### src/rtl/hazard_pkg.sv
package hazard_pkg;
  // number of source operands compared per decoded instruction
  localparam int NUM_SRC = 2;

  typedef struct packed {
    logic pc_en;
    logic fdreg_en;
    logic bubble;
    logic flush;
  } hz_ctl_t;
endpackage

### src/rtl/hz_loaduse.sv
module hz_loaduse
  import hazard_pkg::*;
#(
  parameter int REG_W     = 5,
  parameter bit ZERO_HARD = 1'b1
) (
  input  logic [NUM_SRC-1:0][REG_W-1:0] src_i,
  input  logic [REG_W-1:0]              dst_i,
  input  logic                          is_load_i,
  output logic                          stall_o
);
  logic [NUM_SRC-1:0] hit;
  logic               dst_live;

  for (genvar i = 0; i < NUM_SRC; i++) begin : g_cmp
    assign hit[i] = (src_i[i] == dst_i);
  end

  if (ZERO_HARD) begin : g_zero
    assign dst_live = (dst_i != '0);
  end else begin : g_nozero
    assign dst_live = 1'b1;
  end

  assign stall_o = is_load_i & dst_live & (|hit);
endmodule

### src/rtl/hz_flush_once.sv
module hz_flush_once (
  input  logic clk,
  input  logic rst,
  input  logic taken_i,
  output logic flush_o
);
  logic taken_q;

  always_ff @(posedge clk) begin
    if (rst) taken_q <= 1'b0;
    else     taken_q <= taken_i;
  end

  assign flush_o = taken_i & ~taken_q;
endmodule

### src/rtl/hz_arbiter.sv
module hz_arbiter
  import hazard_pkg::*;
(
  input  logic    stall_req_i,
  input  logic    flush_req_i,
  output hz_ctl_t ctl_o
);
  always_comb begin
    ctl_o.flush    = flush_req_i;
    ctl_o.pc_en    = 1'b1;
    ctl_o.fdreg_en = 1'b1;
    ctl_o.bubble   = 1'b0;
    if (!flush_req_i && stall_req_i) begin
      ctl_o.pc_en    = 1'b0;
      ctl_o.fdreg_en = 1'b0;
      ctl_o.bubble   = 1'b1;
    end
  end
endmodule

### src/rtl/hazard_ctl.sv
module hazard_ctl
  import hazard_pkg::*;
#(
  parameter int REG_W = 5
) (
  input  logic             clk,
  input  logic             rst,
  input  logic [REG_W-1:0] src_rs_i,
  input  logic [REG_W-1:0] src_rt_i,
  input  logic [REG_W-1:0] ex_dst_i,
  input  logic             ex_is_load_i,
  input  logic             br_taken_i,
  output logic             pc_en_o,
  output logic             fdreg_en_o,
  output logic             bubble_o,
  output logic             flush_o
);
  logic [NUM_SRC-1:0][REG_W-1:0] srcs;
  logic    stall_req;
  logic    flush_req;
  hz_ctl_t ctl;

  assign srcs[0] = src_rs_i;
  assign srcs[1] = src_rt_i;

  hz_loaduse #(.REG_W(REG_W), .ZERO_HARD(1'b1)) u_lu (
    .src_i    (srcs),
    .dst_i    (ex_dst_i),
    .is_load_i(ex_is_load_i),
    .stall_o  (stall_req)
  );

  hz_flush_once u_fl (
    .clk    (clk),
    .rst    (rst),
    .taken_i(br_taken_i),
    .flush_o(flush_req)
  );

  hz_arbiter u_arb (
    .stall_req_i(stall_req),
    .flush_req_i(flush_req),
    .ctl_o      (ctl)
  );

  assign pc_en_o    = ctl.pc_en;
  assign fdreg_en_o = ctl.fdreg_en;
  assign bubble_o   = ctl.bubble;
  assign flush_o    = ctl.flush;
endmodule

### config.mk
export PLATFORM = sky130hd
export DESIGN_NAME = hazard_ctl
export DESIGN_NICKNAME = d
export VERILOG_FILES = /design/src/rtl/hazard_pkg.sv /design/src/rtl/hz_loaduse.sv /design/src/rtl/hz_flush_once.sv /design/src/rtl/hz_arbiter.sv /design/src/rtl/hazard_ctl.sv
export SDC_FILE = /design/constraint.sdc
export NUM_CORES = 1
export LEC_CHECK = 0
export BUFFER_PORTS_ARGS = -buffer_cell sky130_fd_sc_hd__buf_4
export CAP_MARGIN = 0
export CELL_PAD_IN_SITES_DETAIL_PLACEMENT = 1
export CELL_PAD_IN_SITES_GLOBAL_PLACEMENT = 1
export CORE_AREA = 2 2 39 41
export DETAILED_ROUTE_END_ITERATION = 7
export DIE_AREA = 0 0 41 43
export HOLD_SLACK_MARGIN = 0.12
export PLACE_DENSITY = 0.66
export RECOVER_POWER = 50
export SYNTH_ARGS = -nofsm -noshare
export SYNTH_HDL_FRONTEND = slang
export SYNTH_SLANG_ARGS = --single-unit
### constraint.sdc
create_clock -name clk -period 1.4 [get_ports clk]
set_input_delay 0.28 -clock clk [delete_from_list [all_inputs] [get_ports clk]]
set_output_delay 0.28 -clock clk [all_outputs]
set_load 0.02 [all_outputs]
==> impl_metrics.csv <==
group,metric,value,unit
sta,hold_viol_final,0,
cells_and_area,area_growth,150.3,%
sta,maxSlewViolCount,0,
status,status,"finished with violations",
sta,period_share,115.1,%
cells_and_area,top_register,"u_fl.taken_q",
route,drc,0,
sta,worstMarginPinSlew,0.1973,ns
floorplanning,core_area,0.001384,sq mm
setup_path,cp.required,1.12,ns
cells_and_area,largest_register_ffs,1,
grt,antenna_found_initial,0,
clock_tree,path_clk_slew,0,ns
cells_and_area,fin_area,466.7,sq um
sta,fin_ws,-0.2119,ns
placed_design,port_buffers,22,
sta,relSlewSlack,86.84,%
power,power_leakage,0.2033,nW
power,p_per_area,345.8,mW/mm^2
floorplanning,io-pin-count,23,
grt,grt_pass1_vias,283,
sta,max_freq,620.4,MHz
cells_and_area,stdcell_count,63,
cells_and_area,layout-drive-gt1-share,65.96,%
placed_design,globalplace.congestion,0.5520,
cells_and_area,top_regs,"u_fl.taken_q x1",
floorplanning,std_cell_rows,14,
yosys,synth_nets,42,
power,power_switching,0.00004809,W
floorplanning,die_h,43,microns
sta,setup_viol,3,
route,wl_per_cell,9.095,microns
setup_path,critPathLaunchType,"primary input",
grt,grt_pass1_wl,883,microns
floorplanning,start_util,13.47,%
route,dr.first_iter.drc_count,0,
sta,period_minus_slack,1.612,ns
yosys,post_synth_instance_area,186.4,sq um
power,irDropWorstVdd,0.0001874,V
placed_design,preCtsSetupSlack,-0.2386,ns
yosys,yosys_warnings,0,
cells_and_area,fin_util,33.73,%
power,switching_share,29.80,%
yosys,syn_area_per_cell,8.106,sq um
sta,fin_tns_setup,-0.5622,ns
grt,grt_usage,6.593,%
yosys,postSynthCellCount,23,
setup_path,crit_fanout,3,
placed_design,dp.final_hpwl,498,microns
route,vias,250,
power,seqPwrFrac,19.1,%
cells_and_area,final_nets,68,
grt,grt_max_degree,4,
route,vias_per_cell,3.968,
worst_hold_path,min_path_type,"primary input to flip-flop",
power,p_comb_share,80.9,%
floorplanning,die_x,41,microns
placed_design,placed_area,396.6,sq um
yosys,synth.distinct_cells,12,
cells_and_area,n_fill_cell,175,
status,violations,"negative setup slack",
power,clockPowerShare,0,%
floorplanning,dieArea,0.001763,sq mm
setup_path,worstSetupEndpointType,"output pin",
route,postRouteAntennaNets,0,
sta,rsz0062_at_grt,"yes",
yosys,synth_seq_area_share,10.74,%
route,dr.pass1.iters,1,
yosys,synth-seq-cells,1,
grt,gr-total-overflow,0,
power,p_int,0.0001133,W
placed_design,placedCellCount,62,
cells_and_area,num_antenna_cells,0,
setup_path,arrival,1.33,ns
clock_tree,hold_buffers,0,
run,maxCapViolations,0,
setup_path,crit_type,"primary input to output pin",
route,wirelength,573,microns
[kinds of logic after synthesis]
family,synth area share (%)
xor gates and xnor gates,46.98
and+or+nand+nor,22.15
AOI/OAI and AO/OA,14.10
buffers and inverters,6.040
DFF,10.74
[cell usage in the layout, fill, tap and decap left out]
master | Yosys | layout
buf_4 | 1 | 17
xnor2_1 | 10 | 7
buf_6 | 0 | 5
xnor2_2 | 0 | 3
nand3_1 | 2 | 2
nand2_1 | 2 | 2
buf_8 | 0 | 2
nand2b_1 | 1 | 1
inv_1 | 1 | 1
or4_4 | 1 | 1
o22ai_2 | 0 | 1
o2111a_1 | 1 | 1
o2111ai_4 | 0 | 1
nor2b_1 | 1 | 1
clkbuf_4 | 0 | 1
dfxtp_1 | 1 | 1
[routing by layer]
metal,global-route usage [%],share of wire (%),vias to the layer above
li1,-,-,127
met1,5.380,34,112
met2,15.00,57,11
met3,0.5236,9.2,0
met4,0,0,0
met5,0,0,-
[final cells by class]
class                           instances  area [sq um]  area share, %
Inverter                                1         3.754         0.8043
Sequential cell                         1         20.02          4.290
Tap cell                               16         20.02          4.290
Timing Repair Buffer                   25         221.5          47.45
Multi-Input combinational cell         20         201.4          43.16
[timing repair]
item | CTS | global route
gates cloned | 0 | 0
buffers inserted | 1 | 0
resized for setup | 6 | 7
endpoints found under the setup margin | 3 | 3
pin swaps | 3 | 6
endpoints found under the hold margin | 0 | 0
[power groups by stage]
stage	Clock, W	Sequential (W)	Combinational, W
2_1_floorplan	0	0.0000308	0.0000475
3_3_place_gp	0	0.0000308	0.000110
3_5_place_dp	0	0.0000308	0.000111
4_1_cts	0	0.0000309	0.000118
5_1_grt	0	0.0000311	0.000142
6_report	0	0.0000309	0.000131
[cells in the mapped netlist]
cell type	instances	share of area, %
xnor2_1	10	47
o2111ai_1	1	4.7
nand2_1	2	4.0
nor2b_1	1	3.4
nand2b_1	1	3.4
buf_4	1	4.0
inv_1	1	2.0
nand3_1	2	5.4
or4_4	1	6.0
o22ai_1	1	3.4
dfxtp_1	1	11
o2111a_1	1	6.0
[worst max-delay path, cell delays in order]
cell,delay (ns)
buf_8,0.10
or4_4,0.54
o2111a_1,0.27
buf_6,0.13
[worst paths after layout]
check | start | to | slack (ns) | depth (start not counted)
worst max-delay path | ex_dst_i[0] | bubble_o | -0.21 | 4
worst min-delay path | rst | u_fl.taken_q$_SDFF_PP0_ | 0.44 | 2
[per-stage QoR]
step | hold slack [ns] | power (W)
6_report | 0.4371 | 0.0001614
5_1_grt | 0.4502 | 0.0001728
4_1_cts | 0.4389 | 0.0001487
3_5_place_dp | 0.4389 | 0.0001416
3_3_place_gp | 0.4357 | 0.0001412
2_1_floorplan | 0.3516 | 0.00007829
Power figures use the tool's default switching activity.
